`src/rtl/abp_pkg.sv`:
```
package abp_pkg;
  localparam int LANES  = 4;
  localparam int LANE_W = 8;
  localparam int DATA_W = LANES * LANE_W;
  localparam int OFF_W  = $clog2(LANES);

  typedef struct packed {
    logic [LANES-1:0] laneWr;  // lanes loaded this cycle
    logic             flush;   // empty staging before merge (mode change)
    logic             push;    // completed sample goes to FIFO
    logic             drop;    // completed sample discarded (FIFO full)
  } strobes_t;

  function automatic logic [OFF_W-1:0] topLane(input logic [1:0] mode);
    case (mode)
      2'b00:   topLane = OFF_W'(1);
      2'b11:   topLane = OFF_W'(3);
      default: topLane = OFF_W'(2);
    endcase
  endfunction

  function automatic logic [LANES-1:0] usedLanes(input logic [1:0] mode);
    for (int i = 0; i < LANES; i++) usedLanes[i] = (i <= int'(topLane(mode)));
  endfunction
endpackage

```
`src/rtl/abp_ctrl.sv`:
```
module abp_ctrl
  import abp_pkg::*;
(
  input  logic             clk,
  input  logic             rstN,
  input  logic             wrEn,
  input  logic [OFF_W-1:0] wrOffset,
  input  logic [LANES-1:0] wrBe,
  input  logic [1:0]       lenMode,
  input  logic             fifoFull,
  output strobes_t         strb,
  output logic             pushValid,
  output logic             overflow
);
  logic [1:0]         lastMode;
  logic [2*LANES-1:0] wideBe;
  logic [LANES-1:0]   hitLanes;
  logic               complete;

  assign wideBe   = {{LANES{1'b0}}, wrBe} << wrOffset;
  assign hitLanes = wideBe[LANES-1:0] & usedLanes(lenMode);
  assign complete = wrEn && hitLanes[topLane(lenMode)];

  always_comb begin
    strb.laneWr = wrEn ? hitLanes : '0;
    strb.flush  = (lenMode != lastMode);
    strb.push   = complete && !fifoFull;
    strb.drop   = complete && fifoFull;
  end

  always_ff @(posedge clk) begin
    if (!rstN) begin
      lastMode  <= 2'b00;
      pushValid <= 1'b0;
      overflow  <= 1'b0;
    end else begin
      lastMode  <= lenMode;
      pushValid <= strb.push;
      overflow  <= overflow | strb.drop;
    end
  end
endmodule

```
`src/rtl/abp_datapath.sv`:
```
module abp_datapath
  import abp_pkg::*;
(
  input  logic              clk,
  input  logic              rstN,
  input  strobes_t          strb,
  input  logic [OFF_W-1:0]  wrOffset,
  input  logic [DATA_W-1:0] wrData,
  output logic [DATA_W-1:0] pushData
);
  logic [DATA_W-1:0]   stage;
  logic [DATA_W-1:0]   base;
  logic [DATA_W-1:0]   merged;
  logic [2*DATA_W-1:0] wideData;

  assign wideData = {{DATA_W{1'b0}}, wrData} << {wrOffset, 3'b000};
  assign base     = strb.flush ? '0 : stage;

  for (genvar i = 0; i < LANES; i++) begin : g_lane
    assign merged[i*LANE_W +: LANE_W] =
      strb.laneWr[i] ? wideData[i*LANE_W +: LANE_W] : base[i*LANE_W +: LANE_W];
  end

  always_ff @(posedge clk) begin
    if (!rstN) begin
      stage    <= '0;
      pushData <= '0;
    end else begin
      stage <= (strb.push || strb.drop) ? '0 : merged;
      if (strb.push) pushData <= merged;
    end
  end
endmodule

```
`src/rtl/abp_top.sv`:
```
module abp_top
  import abp_pkg::*;
(
  input  logic        clk,
  input  logic        rstN,
  input  logic        wrEn,
  input  logic [1:0]  wrOffset,
  input  logic [3:0]  wrBe,
  input  logic [31:0] wrData,
  input  logic [1:0]  lenMode,
  input  logic        fifoFull,
  output logic        pushValid,
  output logic [31:0] pushData,
  output logic        overflow
);
  strobes_t strb;

  abp_ctrl u_ctrl (
    .clk(clk), .rstN(rstN), .wrEn(wrEn), .wrOffset(wrOffset), .wrBe(wrBe),
    .lenMode(lenMode), .fifoFull(fifoFull), .strb(strb),
    .pushValid(pushValid), .overflow(overflow)
  );

  abp_datapath u_dp (
    .clk(clk), .rstN(rstN), .strb(strb), .wrOffset(wrOffset),
    .wrData(wrData), .pushData(pushData)
  );
endmodule

```
`config.mk`:
```
export PLATFORM = sky130hd
export DESIGN_NAME = abp_top
export DESIGN_NICKNAME = d
export VERILOG_FILES = /design/src/rtl/abp_pkg.sv /design/src/rtl/abp_ctrl.sv /design/src/rtl/abp_datapath.sv /design/src/rtl/abp_top.sv
export SDC_FILE = /design/constraint.sdc
export NUM_CORES = 1
export LEC_CHECK = 0
export BUFFER_PORTS_ARGS = -buffer_cell sky130_fd_sc_hd__buf_2
export CAP_MARGIN = 20
export CORE_MARGIN = 2
export CORE_UTILIZATION = 40
export DETAILED_ROUTE_END_ITERATION = 8
export PLACE_DENSITY = 0.69
export SLEW_MARGIN = 10
export SYNTH_ARGS = -nofsm -noshare
export SYNTH_HDL_FRONTEND = slang
export SYNTH_SLANG_ARGS = --single-unit
```
`constraint.sdc`:
```
create_clock -name clk -period 2.4 [get_ports clk]
set_input_delay 0.48 -clock clk [delete_from_list [all_inputs] [get_ports clk]]
set_output_delay 0.48 -clock clk [all_outputs]
set_load 0.03 [all_outputs]
```
== Yosys cells after proc, flatten, opt, wreduce, memory -nomap -nowiden ==
Index checks and enable logic that the tools add are counted.
Cells by class
  magnitude comparators: 4
  equality and inequality tests: 2
  shift-type cells: 2
  mux-type cells: 9
  bitwise operators: 3
  reduce and logical (&&, ||, !) cells: 7
Operator list (count)
  32-bit 2-to-1 mux: 1
  8-bit 2-to-1 mux: 4
  32-bit by 5-bit << shifter with 32-bit output: 1
  4-bit AND: 1
  2-bit less-or-equal comparator, first input constant: 2
  4-bit 2-to-1 mux: 1
  2-bit one-hot mux with 2 select lines: 1
  4-bit by 2-bit << shifter with 4-bit output: 1
  1-bit logical AND: 3
  2-bit by 3-bit less-than comparator with 1-bit output, second input constant: 1
  1-bit binary-select mux with 2-bit select: 1
  2-bit == test, second input constant: 1
  1-bit by 2-bit less-or-equal comparator with 1-bit output, first input constant: 1
  2-bit zero test: 1
  2-bit inequality test: 1
  2-bit OR reduction: 1
  1-bit zero test: 1
  1-bit logical OR: 1
  1-bit 2-to-1 mux: 1
  1-bit inverter: 1
  1-bit OR: 1
Word-level totals
  flip-flop bits (word level): 68
  input port bits: 44
  output and inout bits: 34
  word-level logic and storage cells: 32

== Longest topological paths before layout ==
Gate-level depths: netlist of the first run.
  depth after elaboration: 10
  gate-level depth with buffers: 8
  gate-level depth less buffers: 7

== Hierarchy ==
A second synthesis of the first run with hierarchy kept.
Unflattened totals
  cells, all modules: 311
  area, all modules: 2936.6 um^2
Modules (own cells, without submodules)
  abp_datapath: instances 1, cells an instance 272, area each 2593.7 um^2, sequential area each 1281.2 um^2
  abp_ctrl: instances 1, cells an instance 39, area each 342.8 um^2, sequential area each 80.1 um^2

== Worst setup path before layout of the first run ==
OpenSTA, ideal clock, no wires.
  path type: in2reg
  from: input wrOffset[0]
  to: register u_dp.pushData[24]
  library setup time: 0.086 ns
  arrival time: 1.961 ns
  required time: 2.314 ns
  slack: 0.354 ns
  stages on the path: 6
  buffers on the path: 1
  path through: buf_4 > mux2_1 > and3_1 > a31oi_4 > mux2_2 > a211oi_1
On the way
  cells in the longest elaborated chain, start to end: 6
  elaborated cells on any way between the ends: 9
  classes of those cells: shift (2); mux (4); bitwise (1); reduce/logical (2)
RTL lines
  from (decl): line abp_top.sv:7  | input logic [1:0] wrOffset,
  4-bit by 2-bit << shifter with 4-bit output: line abp_ctrl.sv:20  | assign wideBe = {{LANES{1'b0}}, wrBe} << wrOffset;
  4-bit AND: line abp_ctrl.sv:21  | assign hitLanes = wideBe[LANES-1:0] & usedLanes(lenMode);
  1-bit binary-select mux with 2-bit select: line abp_ctrl.sv:22  | assign complete = wrEn && hitLanes[topLane(lenMode)];
  1-bit 2-to-1 mux (not written as such): line abp_ctrl.sv:22
  1-bit logical AND: line abp_ctrl.sv:22
  1-bit logical AND: line abp_ctrl.sv:27  | strb.push = complete && !fifoFull;
  to (signal assigned): line abp_datapath.sv:30  | if (strb.push) pushData <= merged;
  to (decl): line abp_datapath.sv:9  | output logic [DATA_W-1:0] pushData
Several ways; a longest one is shown, not always the timed one. The select of a mux whose other input is x is not followed.
A chain may end at the register's enable or synchronous reset.

== Worst setup path in the final report of the first run ==
  from: input lenMode[0]
  to: register u_dp.pushData[23]
On the way
  cells in the longest elaborated chain, start to end: 8
  elaborated cells on any way between the ends: 15
  classes of those cells: order compare (3); eq/ne (2); mux (6); bitwise (1); reduce/logical (3)
RTL lines
  from (decl): line abp_top.sv:10  | input logic [1:0] lenMode,
  2-bit == test or 2-bit zero test (tied branches): line abp_pkg.sv:15  | case (mode)
  2-bit one-hot mux with 2 select lines: line abp_pkg.sv:15
  1-bit by 2-bit less-or-equal comparator with 1-bit output or 2-bit less-or-equal comparator (tied branches): line abp_pkg.sv:23  | for (int i = 0; i < LANES; i++) usedLanes[i] = (i <= int'(topLane(mode)));
  4-bit AND: line abp_ctrl.sv:21
  1-bit binary-select mux with 2-bit select: line abp_ctrl.sv:22
  1-bit 2-to-1 mux (not written as such): line abp_ctrl.sv:22
  1-bit logical AND: line abp_ctrl.sv:22
  1-bit logical AND: line abp_ctrl.sv:27
Several ways; a longest one is shown, not always the timed one. The select of a mux whose other input is x is not followed.

==> results of run 1 <==
==> worst paths after layout <==
path                       from                 to  slack, ps
max                  lenMode[0]  u_dp.pushData[23]        410
min                    fifoFull   u_ctrl.pushValid        390
max reg2reg  u_ctrl.lastMode[0]  u_dp.pushData[13]        760
min reg2reg   u_dp.pushData[16]  u_dp.pushData[16]        460
==> synth_stat cells (2+ instances only) <==
| cell type | number |
|---|---|
| buf_2 | 12 |
| buf_1 | 3 |
| mux2_2 | 18 |
| inv_1 | 3 |
| nand3b_1 | 3 |
| nor2b_1 | 4 |
| a22oi_1 | 9 |
| xor2_1 | 2 |
| a21oi_1 | 40 |
| ha_1 | 3 |
| a211oi_1 | 24 |
| and3_1 | 10 |
| nor2_1 | 46 |
| clkbuf_1 | 8 |
| dfxtp_1 | 68 |
| buf_4 | 2 |
| and2_1 | 10 |
| nand2_1 | 18 |
| a2bb2oi_1 | 8 |
| mux2i_1 | 24 |
| a31oi_1 | 10 |
| o21ai_0 | 8 |
| nand3_1 | 2 |
==> critical path, cell delays in order <==
cell,delay [ps]
buf_2,110
inv_1,80
ha_1,230
nor3b_1,240
a22oi_1,140
a32o_1,290
nor3_4,240
buf_4,240
mux2i_1,200
==> layout make-up <==
cell class              count  share of cell area [%]
inverters                   4                   0.387
clock inverters             3                   0.612
clock buffers              12                    3.74
flip-flops and latches     68                    35.1
multi-input cells         250                    43.1
repair buffers             94                    13.9
well taps                 102                    3.29
==> per-stage QoR <==
step | utilization [%] | setup WS, ps | hold slack (ps) | cell area, sq um | total power [W]
2_1_floorplan | - | 354 | 459 | 3170 | 0.00154
3_3_place_gp | 48.3 | 143 | 442 | 3710 | 0.00171
3_5_place_dp | 48.3 | 54.2 | 445 | 3710 | 0.00172
4_1_cts | 50.5 | 399 | 379 | 3880 | 0.00254
5_1_grt | 50.5 | 248 | 389 | 3880 | 0.00263
6_report | 50.5 | 414 | 391 | 3880 | 0.00253
==> registers in the layout, indices dropped and copies added, names as in the netlist <==
name,count
u_ctrl.pushValid,1
u_dp.stage,32
u_dp.pushData,32
u_ctrl.lastMode,2
u_ctrl.overflow,1
==> placed cells by master (no fill, tap or decap), types with 3 or more instances in the layout <==
cell / n
a211oi_1: 24
a21oi_1: 40
a22oi_1: 9
a2bb2oi_1: 8
a31oi_1: 9
and2_1: 10
and3_1: 10
buf_2: 77
buf_4: 15
clkbuf_8: 10
dfxtp_1: 68
ha_1: 3
inv_1: 3
mux2_2: 18
mux2i_1: 24
nand2_1: 18
nand3b_1: 3
nor2_1: 46
nor2b_1: 4
o21ai_0: 8
==> power by group <==
group,internal [W],leakage (nW),switching [W],total [W]
Sequential,0.00117,0.552,0.0000201,0.00119
Clock,0.000400,0.0787,0.000434,0.000834
Combinational,0.000187,1.00,0.000318,0.000505
Total,0.00176,1.64,0.000771,0.00253
==> layer usage <==
metal	vias to the layer above	global-route usage (%)	share of wire (%)
met5	-	0	0
met4	0	7.11	1.9
met3	13	6.61	8.4
met2	106	32.9	45
met1	1382	28.2	45
li1	1408	-	-
==> logic make-up (layout without fill, tap and decap cells) <==
group	after synthesis	in the layout	synth area share [%]
DFF	68	68	43.0
adders and majority gates	3	3	1.18
buffers and inverters	30	113	4.50
AOI/OAI and AO/OA	104	104	21.6
xor gates and xnor gates	2	2	0.553
muxes	43	43	14.3
and+or+nand+nor	98	98	14.8
==> run_results.csv, run 1 <==
group,metric,value,unit
pwr,max-vdd-ir-drop,0.278,mV
clocking,cts_resized,0,
synth,synth_edf_count,0,
final_layout,multi_input_area,1670,sq um
grt,grt_pass1_wl,14.3,mm
route,detail_route.wl_per_cell,16.5,um
clocking,clkTransAtPathRegs,80,ps
synth,syn_inst,348,
critical_path,reg2regPathDepth,7,
clocking,cts.path.max_buffers,2,
floorplan,dieArea,8650,sq um
floorplan,rows,32,
pwr,leakagePower,1.64,nW
grt,grt_max_degree,29,
synth,synth-main-ff-cell,"dfxtp_1",
place,portBuffers,77,
clocking,holdBufCountCts,0,
critical_path,cp-start-kind,"input pin",
place,routabilityCongestion,0.878,
critical_path,worstPathMaxFanout,8,
synth,ys_warn_count,0,
synth,yosysTopAreaCellShare,43.0,%
sta,period_share,82.7,%
sta,fmax,0.504,GHz
min_path,hold_path_depth,2,
critical_path,cp.arrival,2250,ps
route,drc,0,
synth,synth_top_area_cell,"dfxtp_1",
grt,grt_pass1_vias,2792,
floorplan,fp.coreArea,7690,sq um
final_layout,final-seq-area,1360,sq um
job,drv_cap,0,
critical_path,worstPathRequired,2670,ps
sta,hold_viol_final,0,
synth,synthDistinctLibCells,36,
sta,rsz0062_at_grt,"false",
clocking,cts_sinks,68,
run_status,outcome,"complete, no violations",
synth,postSynth.asyncResetShare,0,%
sta,worst_slew_pin_slew,499,ps
sta,setup_viol,0,
route,num_vias,2909,
synth,syn_area_per_cell,9.11,sq um
grt,grt_overflow,0,
synth,ys_seq_elements,68,
clocking,clkLatencyLatePin,350,ps
route,final_antenna_net_count,0,
floorplan,die-width,93.0,um
floorplan,ios,78,
route,drt-initial-drc-count,146,
synth,seq_area_frac_synth,43.0,%
clocking,root_buffer,"clkbuf_8",
route,wirelength,8.78,mm
sta,slew_violations,0,
synth,synth_nets,395,
final_layout,drive_gt1_share,30.6,%
min_path,min_path_type,"input pin to register",
final_layout,n_antenna_cell,0,
final_layout,fill_cells,741,
final_layout,fin_cells,533,
place,hpwl,6.23,mm
sta,fin_crit,1990,ps
final_layout,synthToLayoutAreaGrowth,22.5,%
place,dp_cells,518,
grt,track_usage,21.3,%
clocking,postCtsSetupRepairBufs,0,
critical_path,end_kind,"register",
floorplan,start_util,41.2,%
synth,netlist_area,3170,sq um
sta,fin_tns_setup,0,ps
grt,antenna_found_initial,0,
synth,synth.area.top_cells,"dfxtp_1, mux2i_1, mux2_2",
sta,clock_skew,12.6,ps
floorplan,die_h,93.0,um
route,vias_per_cell,5.46,
clocking,cts_buffers,9,
clocking,cts_tree,"built",
critical_path,path_class,"input pin to register",
route,first_pass_iters,4,
pwr,powerDensity,651,nW/um^2
final_layout,nets,474,
clocking,cts_htree_levels,3,
sta,slew-limit-headroom,66.7,%
Power figures use the tool's default switching activity.
==> run 2: changes to the inputs <==
==> constraint.sdc (replaced) <==
create_clock -name clk -period 2 [get_ports clk]
set_input_delay 0.4 -clock clk [delete_from_list [all_inputs] [get_ports clk]]
set_output_delay 0.4 -clock clk [all_outputs]
set_load 0.03 [all_outputs]
==> run_results.csv, run 2 (same netlist as run 1, synthesis figures left out) <==
group,metric,value,unit
run_status,outcome,"complete, no violations",
route,num_vias,2869,
final_layout,fin_cells,547,
grt,antenna_found_initial,0,
sta,slew-limit-headroom,64.6,%
min_path,min_path_type,"input pin to register",
clocking,cts_resized,0,
grt,grt_overflow,0,
floorplan,die_h,93.0,um
critical_path,worstPathRequired,2200,ps
grt,grt_pass1_wl,14.2,mm
route,final_antenna_net_count,0,
critical_path,cp-start-kind,"input pin",
critical_path,cpMaxStageDelayCell,"nor3b_1",
sta,slew_violations,0,
route,routed.top_layer,"met4",
min_path,hold_path_depth,2,
route,met1_length,3.92,mm
critical_path,reg2regPathDepth,7,
critical_path,rrSetupSlack,410,ps
final_layout,n_antenna_cell,0,
critical_path,rr_endpoint,"u_dp.pushData[17]",
critical_path,end_kind,"register",
floorplan,fp.coreArea,7690,sq um
min_path,holdPathEnd,"u_ctrl.pushValid",
min_path,holdCritStartpoint,"fifoFull",
floorplan,die-width,93.0,um
grt,grt_max_degree,29,
final_layout,mostFrequentLayoutCells,"buf_2, dfxtp_1, nor2_1",
place,hpwl,6.34,mm
clocking,postCtsSetupRepairBufs,0,
place,place_area,3820,sq um
route,drc,0,
pwr,leakagePower,1.73,nW
clocking,cts_htree_levels,3,
route,detail_route.wl_per_cell,15.8,um
floorplan,ios,78,
clocking,clkLatencyLatePin,350,ps
critical_path,critPathBufInv,3,
sta,hold_viol_final,0,
floorplan,start_util,41.2,%
sta,setup_viol,0,
clocking,cts_sinks,68,
grt,grt_pass1_vias,2792,
place,routabilityCongestion,0.916,
critical_path,crit_chain,"buf_2 > inv_1 > ha_1 > nor3b_1 > a22oi_1 > a32o_1 > nor3_4 > buf_4 > a211oi_1",
sta,fin_crit,1830,ps
route,wl_met3,570,um
route,wl_met2,4.06,mm
critical_path,critPathTopFamily,"compound AO/OA/AOI/OAI gates",
sta,rsz0062_at_grt,"false",
sta,period_share,91.7,%
final_layout,synthToLayoutAreaGrowth,27.7,%
clocking,clkTransAtPathRegs,80,ps
route,drt-initial-drc-count,148,
critical_path,r2r-start,"u_ctrl.lastMode[0]",
sta,fin_tns_setup,0,ps
pwr,max-vdd-ir-drop,0.466,mV
final_layout,finish.instance_area,4050,sq um
final_layout,final_common_cell,"buf_2",
sta,clock_skew,8.97,ps
critical_path,cpPeakStageDelay,280,ps
sta,fmax,0.545,GHz
critical_path,cp.arrival,2040,ps
place,portBuffers,77,
pwr,power,0.00332,W
clocking,cts.path.max_buffers,2,
pwr,powerDensity,819,nW/um^2
grt,track_usage,21.0,%
final_layout,top_regs,"u_dp.pushData (32), u_dp.stage (32), u_ctrl.lastMode (2)",
clocking,cts_tree,"built",
floorplan,rows,32,
sta,worst_slew_pin_slew,530,ps
route,vias_per_cell,5.24,
floorplan,dieArea,8650,sq um
final_layout,drive_gt1_share,33.0,%
route,first_pass_iters,4,
place,dp_cells,531,
route,wirelength,8.63,mm
critical_path,worstPathMaxFanout,19,
job,drv_cap,0,
critical_path,path_class,"input pin to register",
final_layout,nets,487,
clocking,cts_buffers,9,
clocking,root_buffer,"clkbuf_8",
clocking,holdBufCountCts,0,
==> run 2: layer usage <==
| layer | vias up | track usage, % |
|---|---|---|
| met5 | - | 0 |
| met4 | 0 | 6.74 |
| met3 | 6 | 4.11 |
| met2 | 97 | 34.6 |
| met1 | 1327 | 27.8 |
| li1 | 1439 | - |
==> run 2: per-stage QoR <==
| step | utilization [%] | setup slack, ps | hold slack [ps] |
|---|---|---|---|
| after floorplan | - | 33.5 | 459 |
| after global placement | 49.7 | -132 | 441 |
| after detailed placement | 49.7 | -213 | 444 |
| after CTS | 52.6 | 147 | 289 |
| after global routing | 52.7 | 10.4 | 299 |
| final | 52.7 | 165 | 298 |
==> run 2: cell type report <==
cell class              count  area [sq um]
clock buffers              12           145
repair buffers            107           652
multi-input cells         250          1670
clock inverters             4          72.6
fillers                   732          3640
well taps                 102           128
inverters                   4          15.0
flip-flops and latches     68          1360
==> run 2: power by group <==
part	total [W]	switching [W]	internal, W	leakage, nW
clock	0.00125	0.000516	0.000735	0.107
sequential	0.00143	0.0000219	0.00140	0.552
combinational	0.000638	0.000384	0.000253	1.07
total	0.00332	0.000923	0.00239	1.73
==> run 2: how the worst max path moves through the flow <==
stage	startpoint	endpoint	slack (ps)	cells past startpoint
4_1_cts	lenMode[0]	u_dp.pushData[20]	150	9
6_report	lenMode[0]	u_dp.pushData[3]	170	9
2_1_floorplan	wrOffset[0]	u_dp.pushData[24]	30	6
5_1_grt	lenMode[0]	u_dp.pushData[24]	10	9
3_5_place_dp	lenMode[0]	u_dp.pushData[20]	-210	9
3_3_place_gp	wrOffset[0]	u_dp.pushData[23]	-130	8
==> run 3: changes to the inputs <==
--- a/config.mk
+++ b/config.mk
@@ -7,10 +7,11 @@
 export LEC_CHECK = 0
 export BUFFER_PORTS_ARGS = -buffer_cell sky130_fd_sc_hd__buf_2
 export CAP_MARGIN = 20
+export CORE_ASPECT_RATIO = 1.25
 export CORE_MARGIN = 2
-export CORE_UTILIZATION = 40
+export CORE_UTILIZATION = 53
 export DETAILED_ROUTE_END_ITERATION = 8
-export PLACE_DENSITY = 0.69
+export PLACE_DENSITY = 0.87
 export SLEW_MARGIN = 10
 export SYNTH_ARGS = -nofsm -noshare
 export SYNTH_HDL_FRONTEND = slang
==> run_results.csv, run 3 (same netlist as run 1, synthesis figures left out) <==
group,metric,value,unit
final_layout,n_antenna_cell,0,
route,vias_per_cell,5.96,
pwr,max-vdd-ir-drop,0.486,mV
final_layout,synthToLayoutAreaGrowth,25.9,%
clocking,root_buffer,"clkbuf_8",
clocking,cts_htree_levels,3,
pwr,leakagePower,1.73,nW
critical_path,path_class,"input pin to register",
critical_path,rrSetupSlack,310,ps
floorplan,fp.coreArea,5780,sq um
job,drv_cap,0,
floorplan,dieArea,6620,sq um
clocking,cts.path.max_buffers,2,
route,wirelength,8.60,mm
floorplan,rows,31,
place,hpwl,6.12,mm
place,routabilityCongestion,0.909,
pwr,power,0.00310,W
critical_path,worstPathRequired,2240,ps
grt,grt_pass1_vias,2909,
min_path,min_path_type,"input pin to register",
floorplan,die-width,73.2,um
route,final_antenna_net_count,0,
final_layout,nets,488,
final_layout,fin_util,69.1,%
clocking,cts_resized,0,
floorplan,start_util,54.8,%
clocking,clkLatencyLatePin,350,ps
critical_path,reg2regPathDepth,6,
final_layout,mostFrequentLayoutCells,"buf_2, dfxtp_1, nor2_1",
route,drt-initial-drc-count,238,
sta,fin_crit,1820,ps
route,first_pass_iters,5,
floorplan,die_h,90.5,um
sta,slew-limit-headroom,67.3,%
clocking,cts_tree,"built",
sta,slew_violations,0,
route,num_vias,3052,
sta,worst_slew_pin_slew,490,ps
final_layout,top_regs,"u_dp.pushData (32), u_dp.stage (32), u_ctrl.lastMode (2)",
grt,track_usage,26.8,%
clocking,cts_buffers,9,
sta,setup_viol,0,
sta,fmax,0.549,GHz
critical_path,cpMaxStageDelayCell,"mux2_1",
final_layout,drive_gt1_share,33.0,%
sta,rsz0062_at_grt,"false",
critical_path,worstPathMaxFanout,8,
critical_path,critPathBufInv,2,
grt,grt_overflow,0,
sta,clock_skew,8.29,ps
floorplan,ios,78,
critical_path,cp.arrival,2060,ps
run_status,outcome,"complete, no violations",
clocking,clkTransAtPathRegs,70,ps
sta,hold_viol_final,0,
critical_path,critPathTopFamily,"multiplexers",
place,portBuffers,77,
route,detail_route.wl_per_cell,16.8,um
clocking,cts_sinks,68,
critical_path,cpPeakStageDelay,380,ps
route,drc,0,
clocking,holdBufCountCts,0,
final_layout,final_common_cell,"buf_2",
min_path,hold_path_depth,2,
grt,grt_pass1_wl,13.9,mm
sta,period_share,91.0,%
critical_path,end_kind,"register",
grt,grt_max_degree,33,
critical_path,cp-start-kind,"input pin",
grt,antenna_found_initial,0,
critical_path,crit_cells,7,
critical_path,crit_chain,"buf_2 > mux2_1 > and3_1 > a31oi_4 > buf_12 > mux2_2 > a211oi_1",
pwr,powerDensity,776,nW/um^2
clocking,postCtsSetupRepairBufs,0,
## run 3: layout make-up
| type | count | area [sq um] |
|---|---|---|
| Timing Repair Buffer | 108 | 681 |
| Clock inverter | 3 | 21.3 |
| Fill cell | 436 | 1790 |
| Tap cell | 66 | 82.6 |
| Multi-Input combinational cell | 250 | 1670 |
| Inverter | 4 | 15.0 |
| Sequential cell | 68 | 1360 |
| Clock buffer | 13 | 159 |
## run 3: path summary, 6_finish.rpt
| kind | endpoint | from |
|---|---|---|
| max | u_dp.pushData[28] | wrOffset[0] |
| min | u_ctrl.pushValid | fifoFull |
| max reg2reg | u_dp.pushData[28] | u_ctrl.lastMode[0] |
| min reg2reg | u_dp.pushData[20] | u_dp.pushData[20] |
## run 3: layer usage
metal | up-vias | routed length, um | GRT usage (%)
li1 | 1445 | - | -
met2 | 135 | 4180 | 44.0
met3 | 25 | 519 | 5.80
met5 | - | 0 | 0
met1 | 1447 | 3660 | 33.2
met4 | 0 | 241 | 11.3
## run 3: worst register-to-register path, delay by kind of cell, from the launching register on
family	cells	cell delay, ps
simple gates	2	350
flops	1	300
buf+inv	1	260
xor+xnor	1	130
compound gates	1	280
mux	1	270
## run 3: stage by stage
stage | cells | worst slack (ps) | hold WS (ps) | setup TNS (ps) | area, sq um
after floorplan | 348 | 33.5 | 459 | 0 | 3170
after global placement | 496 | -89.2 | 441 | -3410 | 3810
after detailed placement | 496 | -148 | 448 | -5510 | 3810
after CTS | 512 | 191 | 310 | 0 | 3990
after global routing | 512 | 44.1 | 321 | 0 | 3990
final | 512 | 180 | 305 | 0 | 3990
## run 3: where the power goes
part	leakage, nW	internal (W)	switching (W)	total, W
logic	1.09	0.000258	0.000388	0.000646
clock network	0.0896	0.000518	0.000506	0.00102
registers	0.552	0.00140	0.0000222	0.00143
total	1.73	0.00218	0.000916	0.00310
